===== src/rtl/i2c_fault_pkg.sv =====
package i2c_fault_pkg;

    typedef enum logic [1:0] {
        ST_SLAVE  = 2'd0,
        ST_MASTER = 2'd1,
        ST_FAULT  = 2'd2
    } fsm_state_t;

    typedef struct packed {
        logic arb;
        logic ack;
        logic bus;
    } err_vec_t;

    localparam int LINE_SCL = 0;
    localparam int LINE_SDA = 1;
    localparam int NUM_LINES = 2;

endpackage


===== src/rtl/i2c_line_sync.sv =====
module i2c_line_sync #(
    parameter int STAGES = 2,
    parameter int LINES  = 2
) (
    input  logic             clk,
    input  logic             rst_n,
    input  logic [LINES-1:0] raw,
    output logic [LINES-1:0] synced,
    output logic [LINES-1:0] prior
);

    localparam int TOP = STAGES - 1;

    generate
        for (genvar g = 0; g < LINES; g++) begin : g_line
            logic [STAGES-1:0] chain;
            logic              last;

            always_ff @(posedge clk or negedge rst_n) begin
                if (!rst_n) begin
                    chain <= '1;
                    last  <= 1'b1;
                end else begin
                    chain <= {chain[TOP-1:0], raw[g]};
                    last  <= chain[TOP];
                end
            end

            assign synced[g] = chain[TOP];
            assign prior[g]  = last;
        end
    endgenerate

    initial begin
        assert_stage_count_R1: assert (STAGES >= 2)
            else $error("synchronizer needs at least two stages");
    end

endmodule


===== src/rtl/i2c_cond_detect.sv =====
module i2c_cond_detect
    import i2c_fault_pkg::*;
(
    input  logic     scl_s,
    input  logic     scl_p,
    input  logic     sda_s,
    input  logic     sda_p,
    input  logic     sda_drive,
    input  logic     master_mode,
    input  logic     byte_busy,
    input  logic     ack_strobe,
    input  logic     ack_bit,
    output err_vec_t new_err
);

    logic scl_high;
    logic scl_rise;
    logic start_seen;
    logic stop_seen;
    logic master_byte;
    logic slave_byte;
    logic line_mismatch;

    always_comb begin
        scl_high      = scl_s & scl_p;
        scl_rise      = scl_s & ~scl_p;
        start_seen    = scl_high & sda_p & ~sda_s;
        stop_seen     = scl_high & ~sda_p & sda_s;
        master_byte   = master_mode & byte_busy;
        slave_byte    = ~master_mode & byte_busy;
        line_mismatch = scl_rise & sda_drive & ~sda_s;

        new_err.bus = slave_byte & (start_seen | stop_seen);
        new_err.arb = master_byte & (line_mismatch | start_seen | stop_seen);
        new_err.ack = ack_strobe & ack_bit;
    end

endmodule


===== src/rtl/i2c_fault_fsm.sv =====
module i2c_fault_fsm
    import i2c_fault_pkg::*;
(
    input  logic     clk,
    input  logic     rst_n,
    input  err_vec_t new_err,
    input  logic     master_mode,
    input  logic     int_enable,
    input  logic     err_clear,
    output err_vec_t flags,
    output logic     event_flag,
    output logic     irq,
    output logic     drop_master,
    output logic     scl_release
);

    fsm_state_t state_q;
    fsm_state_t state_d;
    err_vec_t   flags_q;
    logic       any_new;

    assign any_new = |new_err;

    always_comb begin
        state_d = state_q;
        unique case (state_q)
            ST_SLAVE: begin
                if (any_new)          state_d = ST_FAULT;
                else if (master_mode) state_d = ST_MASTER;
            end
            ST_MASTER: begin
                if (any_new)           state_d = ST_FAULT;
                else if (!master_mode) state_d = ST_SLAVE;
            end
            ST_FAULT: begin
                state_d = ST_FAULT;
            end
            default: state_d = ST_SLAVE;
        endcase
        if (err_clear) state_d = ST_SLAVE;
    end

    always_ff @(posedge clk or negedge rst_n) begin
        if (!rst_n) state_q <= ST_SLAVE;
        else        state_q <= state_d;
    end

    always_ff @(posedge clk or negedge rst_n) begin
        if (!rst_n)         flags_q <= '0;
        else if (err_clear) flags_q <= '0;
        else                flags_q <= flags_q | new_err;
    end

    always_comb begin
        flags       = flags_q;
        event_flag  = |flags_q;
        irq         = event_flag & int_enable;
        drop_master = (state_q == ST_MASTER) & any_new & ~err_clear;
        scl_release = (state_q == ST_FAULT);
    end

    assert_flags_sticky_R10: assert property (@(posedge clk) disable iff (!rst_n)
        !err_clear |=> ((flags_q & $past(flags_q)) == $past(flags_q)));

    assert_clear_all_R10: assert property (@(posedge clk) disable iff (!rst_n)
        err_clear |=> (flags_q == '0 && !scl_release));

    assert_drop_then_release_R8: assert property (@(posedge clk) disable iff (!rst_n)
        drop_master |=> scl_release);

    assert_release_cause_R8: assert property (@(posedge clk) disable iff (!rst_n)
        $rose(scl_release) |-> $past(any_new));

    assert_arb_in_master_R5: assert property (@(posedge clk) disable iff (!rst_n)
        $rose(flags_q.arb) |-> $past(master_mode));

endmodule


===== src/rtl/i2c_fault_watch.sv =====
module i2c_fault_watch
    import i2c_fault_pkg::*;
#(
    parameter int SYNC_STAGES = 2
) (
    input  logic clk,
    input  logic rst_n,
    input  logic scl_in,
    input  logic sda_in,
    input  logic sda_drive,
    input  logic master_mode,
    input  logic byte_busy,
    input  logic ack_strobe,
    input  logic ack_bit,
    input  logic int_enable,
    input  logic err_clear,
    output logic bus_err,
    output logic ack_fail,
    output logic arb_lost,
    output logic event_flag,
    output logic irq,
    output logic drop_master,
    output logic scl_release
);

    logic [NUM_LINES-1:0] raw_lines;
    logic [NUM_LINES-1:0] sync_lines;
    logic [NUM_LINES-1:0] prior_lines;
    err_vec_t             new_err;
    err_vec_t             flags;

    always_comb begin
        raw_lines           = '0;
        raw_lines[LINE_SCL] = scl_in;
        raw_lines[LINE_SDA] = sda_in;
    end

    i2c_line_sync #(
        .STAGES (SYNC_STAGES),
        .LINES  (NUM_LINES)
    ) u_sync (
        .clk    (clk),
        .rst_n  (rst_n),
        .raw    (raw_lines),
        .synced (sync_lines),
        .prior  (prior_lines)
    );

    i2c_cond_detect u_detect (
        .scl_s       (sync_lines[LINE_SCL]),
        .scl_p       (prior_lines[LINE_SCL]),
        .sda_s       (sync_lines[LINE_SDA]),
        .sda_p       (prior_lines[LINE_SDA]),
        .sda_drive   (sda_drive),
        .master_mode (master_mode),
        .byte_busy   (byte_busy),
        .ack_strobe  (ack_strobe),
        .ack_bit     (ack_bit),
        .new_err     (new_err)
    );

    i2c_fault_fsm u_fsm (
        .clk         (clk),
        .rst_n       (rst_n),
        .new_err     (new_err),
        .master_mode (master_mode),
        .int_enable  (int_enable),
        .err_clear   (err_clear),
        .flags       (flags),
        .event_flag  (event_flag),
        .irq         (irq),
        .drop_master (drop_master),
        .scl_release (scl_release)
    );

    assign bus_err  = flags.bus;
    assign ack_fail = flags.ack;
    assign arb_lost = flags.arb;

    assert_bus_err_slave_R2: assert property (@(posedge clk) disable iff (!rst_n)
        $rose(bus_err) |-> $past(byte_busy && !master_mode));

    assert_no_drop_slave_R11: assert property (@(posedge clk) disable iff (!rst_n)
        drop_master |-> master_mode);

endmodule


===== config.mk =====
export PLATFORM = sky130hd
export DESIGN_NAME = i2c_fault_watch
export DESIGN_NICKNAME = d
export VERILOG_FILES = /design/src/rtl/i2c_fault_pkg.sv /design/src/rtl/i2c_line_sync.sv /design/src/rtl/i2c_cond_detect.sv /design/src/rtl/i2c_fault_fsm.sv /design/src/rtl/i2c_fault_watch.sv
export SDC_FILE = /design/constraint.sdc
export NUM_CORES = 1
export LEC_CHECK = 0
export ABC_AREA = 1
export CORE_AREA = 3 3 40 42
export CTS_CLUSTER_DIAMETER = 150
export DETAILED_ROUTE_END_ITERATION = 10
export DIE_AREA = 0 0 43 45
export PLACE_DENSITY = 0.79
export SETUP_SLACK_MARGIN = 0.02
export SLEW_MARGIN = 20
export SYNTH_ARGS = -nofsm -noshare
export SYNTH_HDL_FRONTEND = slang
export SYNTH_HIERARCHICAL = 1
export SYNTH_SLANG_ARGS = --single-unit
export TNS_END_PERCENT = 1

===== constraint.sdc =====
create_clock -name clk -period 1.6 [get_ports clk]
set_input_delay 0.24 -clock clk [delete_from_list [all_inputs] [get_ports clk]]
set_output_delay 0.24 -clock clk [all_outputs]
set_load 0.01 [all_outputs]

[Word-level counts from Yosys, hierarchy flattened]
Index checks and enable logic that the tools add are counted.
Word-level totals
  input bits: 11
  logic and storage cells: 48
  register bits after elaboration: 11
  output and inout bits: 7
Operators by class
  equal/unequal tests: 4
  bitwise operators: 25
  multiplexer cells: 7
  reductions and logical operators: 4
Operators by type and width (count)
  1-bit AND: 16
  2-bit 2-to-1 mux: 5
  4-bit by 3-bit != test with 1-bit output, second input constant: 2
  2-bit case mux with 3 select lines: 1
  3-bit OR reduction: 2
  1-bit NOT: 5
  3-bit 2-to-1 mux: 1
  1-bit bitwise OR: 3
  3-bit bitwise OR: 1
  2-bit by 1-bit == test with 1-bit output, second input constant: 1
  2-bit == test, second input constant: 1
  2-bit logical NOT: 1
  2-bit AND reduction: 1

[Depth between registers and ports, before layout]
  depth after elaboration: 11
  mapped depth: 9
  depth with buffers taken out: 8

[Hierarchy]
The synthesis kept the hierarchy.
Modules (own cells, without submodules)
  i2c_fault_fsm: cells each 29, instances 1, area each 222.7 um^2, sequential area each 125.1 um^2
  i2c_line_sync: cells each 10, instances 1, area each 187.7 um^2, sequential area each 157.7 um^2
  i2c_cond_detect: cells each 15, instances 1, area each 73.8 um^2, sequential area each 0.0 um^2

[Worst setup path before layout]
OpenSTA, ideal clock, no wires.
  path kind: reg2out
  start point: register u_sync.g_line[0].chain[1]
  end point: output port drop_master
  data required time: 1.360 ns
  cell stages (with the launch flop): 10
  path buffers: 1
  slack: 0.134 ns
  arrival time: 1.226 ns
  cell sequence: dfstp_2 > buf_4 > nand2_1 > inv_2 > nand3_2 > a21oi_2 > nor2_1 > nand2_1 > inv_1 > nor2_1
RTL lines
  start, declared: line i2c_line_sync.sv:16  | logic [STAGES-1:0] chain;
  start signal, assigned: line i2c_line_sync.sv:24  | chain <= {chain[TOP-1:0], raw[g]};
  end, declared: line i2c_fault_watch.sv:22  | output logic drop_master,

==> results.json <==
{
  "die_height_um": 45,
  "syn_area_per_cell_um2": 8.97,
  "period_share_pct": 109,
  "maxCapViolations": 0,
  "syn-instance-count": 54,
  "path_cells": "nand2_2, inv_2, nand4_1, nor2_1, inv_1, nand2_1, inv_1, nor2_1, buf_2",
  "drtIter0Drc": 3,
  "antenna_found_initial": 0,
  "hp-class": "input pin to async pin",
  "ys.flop_type": "dfstp_2",
  "reg2reg_slack_ns": -0.02,
  "slew_violations": 0,
  "path_clk_slew_ns": 0.07,
  "r2r-start": "u_sync/g_line[1].chain[1]",
  "vias": 412,
  "synth_common_cells": "nand2_1 (11), nor2_1 (11), inv_1 (8), dfstp_2 (6), dfrtp_1 (5)",
  "num_antenna_cells": 0,
  "finalSetupViolCount": 2,
  "async_flop_share_pct": 100,
  "clock_path_buffers": 2,
  "area_delta_synth_final_pct": 49.9,
  "clock_sinks": 11,
  "cts_tree": "yes",
  "cp_data_required_time_ns": 1.36,
  "crit_buf_inv": 4,
  "p_per_area_nw_per_um2": 822,
  "dieArea_um2": 1940,
  "cp.arrival_ns": 1.50,
  "ys_ff_latch": 11,
  "setup_ws_ns": -0.137,
  "tns_ns": -0.157,
  "numCtsBuffers": 3,
  "r2r_cells": 11,
  "start_util_pct": 37.7,
  "slew_headroom_pct": 70.0,
  "antenna_left": 0,
  "synth.top_cell.area_share_pct": 32.6,
  "grt_pass1_wl_mm": 1.43,
  "fin_util_pct": 56.5,
  "synth_area_leaders": "dfstp_2 (33%), dfrtp_1 (26%), nand2_1 (8.5%)",
  "io_buffers": 17,
  "core_um2": 1280,
  "routed_via_density": 4.38,
  "fin_crit_ns": 1.74,
  "worstPathMaxFanout": 3,
  "grt_start_max_net_pins": 12,
  "drc": 0,
  "start_kind": "flop",
  "slowest_stage": "dfstp_2",
  "synth_fp_nets": 65,
  "clk_latency_ns": 0.26,
  "hold_viol": 0,
  "vdd_drop_max_mv": 0.424,
  "firstDrtPassIters": 4,
  "max_freq_mhz": 576,
  "die_w_um": 43,
  "synthDistinctLibCells": 15,
  "io_pins": 18,
  "ys_seq_area_share_pct": 58.4,
  "rsz0062_at_grt": "yes",
  "place_area_um2": 681,
  "detail_route.wl_per_cell_um": 10.5,
  "synth-edff-count": 0,
  "cpPeakStageDelay_ns": 0.55,
  "dp_hpwl_um": 674,
  "place_ws_ns": -0.397,
  "startpoint": "u_sync/g_line[0].chain[1]",
  "worst_setup_path_end_kind": "primary output",
  "fin_nets": 91,
  "clock-root-buffer": "clkbuf_4",
  "gp_congestion": 0.681,
  "drt_wl_total_um": 986,
  "grt_overflow": 0,
  "finClkSkew_ns": 0.00653,
  "synth_area_leader_cell": "dfstp_2",
  "worst_path_dominant_cell_family": "flip-flops",
  "synth_warnings": 6,
  "total_power_uw": 596,
  "violations": "setup timing",
  "p_leak_nw": 0.359,
  "tightest_slew_ns": 0.448,
  "htreeDepth": 1,
  "drive_gt1_share_pct": 32.9,
  "grt_pass1_vias": 361,
  "rr_endpoint": "u_fsm/state_q[1]",
  "num_rows": 13,
  "grt.total_usage_pct": 10.3,
  "design_area_um2": 726,
  "crit_type": "flop to primary output",
  "status": "complete, but fails checks",
  "syn-cell-area_um2": 484,
  "ctsHoldBuffers": 0
}
layout by cell type, fill, tap and decap left out, drive strengths merged:
cell type and n:
dfstp 6, a21boi 1, nor2 12, nand3 2, buf 9, nand4 1
clkbuf 4, a21oi 2, nand2 12, dfrtp 5, dlygate4sd2 3, inv 9
clkdlybuf4s50 13
registers in the layout, indices dropped and copies added, names as in the netlist:
name,count
u_fsm/state_q,2
u_sync/g_line.chain,4
u_fsm/flags,3
u_sync/g_line.last,2
worst reg2reg max path, delay by kind of cell, from the launching register on:
family          cells  cell delay [ns]
flops               1             0.55
buf+inv             4             0.49
simple gates        6             0.43
compound gates      1             0.06
worst max-delay path by stage:
stage / endpoint / slack, ns / depth (start not counted)
after floorplan: drop_master / 0.13 / 9
after global placement: drop_master / -0.37 / 8
after detailed placement: drop_master / -0.40 / 8
after CTS: drop_master / -0.15 / 9
after global routing: drop_master / -0.23 / 9
final: drop_master / -0.14 / 9
area by class of cell:
cell class	instances	area, um2
Inverter	9	33.8
Clock buffer	4	26.3
Multi-Input combinational cell	30	143
Sequential cell	11	283
Timing Repair Buffer	25	221
Tap cell	15	18.8
Fill cell	109	559
per-layer routing:
metal | wire, um | vias up | track usage (%) | share of wire, %
met3 | 59 | 2 | 2.79 | 6.0
met2 | 483 | 15 | 15.3 | 49
met4 | 12 | 0 | 9.04 | 1.2
li1 | - | 208 | - | -
met1 | 431 | 187 | 12.3 | 44
met5 | 0 | - | 0 | 0
power breakdown:
part           switching [mW]  leakage [nW]  total (mW)  internal (mW)
Clock                  0.0842        0.0150       0.180         0.0962
Sequential            0.00996         0.130       0.310          0.300
Combinational          0.0462         0.214       0.107         0.0604
Total                   0.140         0.359       0.596          0.456
metrics by stage:
stage | instances | hold WS (ns)
6_report | 94 | 0.288
5_1_grt | 94 | 0.333
4_1_cts | 93 | 0.302
3_5_place_dp | 87 | 0.348
3_3_place_gp | 87 | 0.345
2_1_floorplan | 54 | -0.0556
repair_timing:
action,in CTS,in global routing
gates resized for setup,8,2
setup endpoints to repair,4,1
setup buffers,2,1
pin swaps,7,3
cells by family (layout without fill, tap and decap cells):
group / Yosys count / after routing / share of synthesized area, %
compound gates: 3 / 3 / 4.39
buf+inv: 13 / 38 / 13.2
flops: 11 / 11 / 58.4
simple gates: 27 / 27 / 24.0
Power figures use the tool's default switching activity.
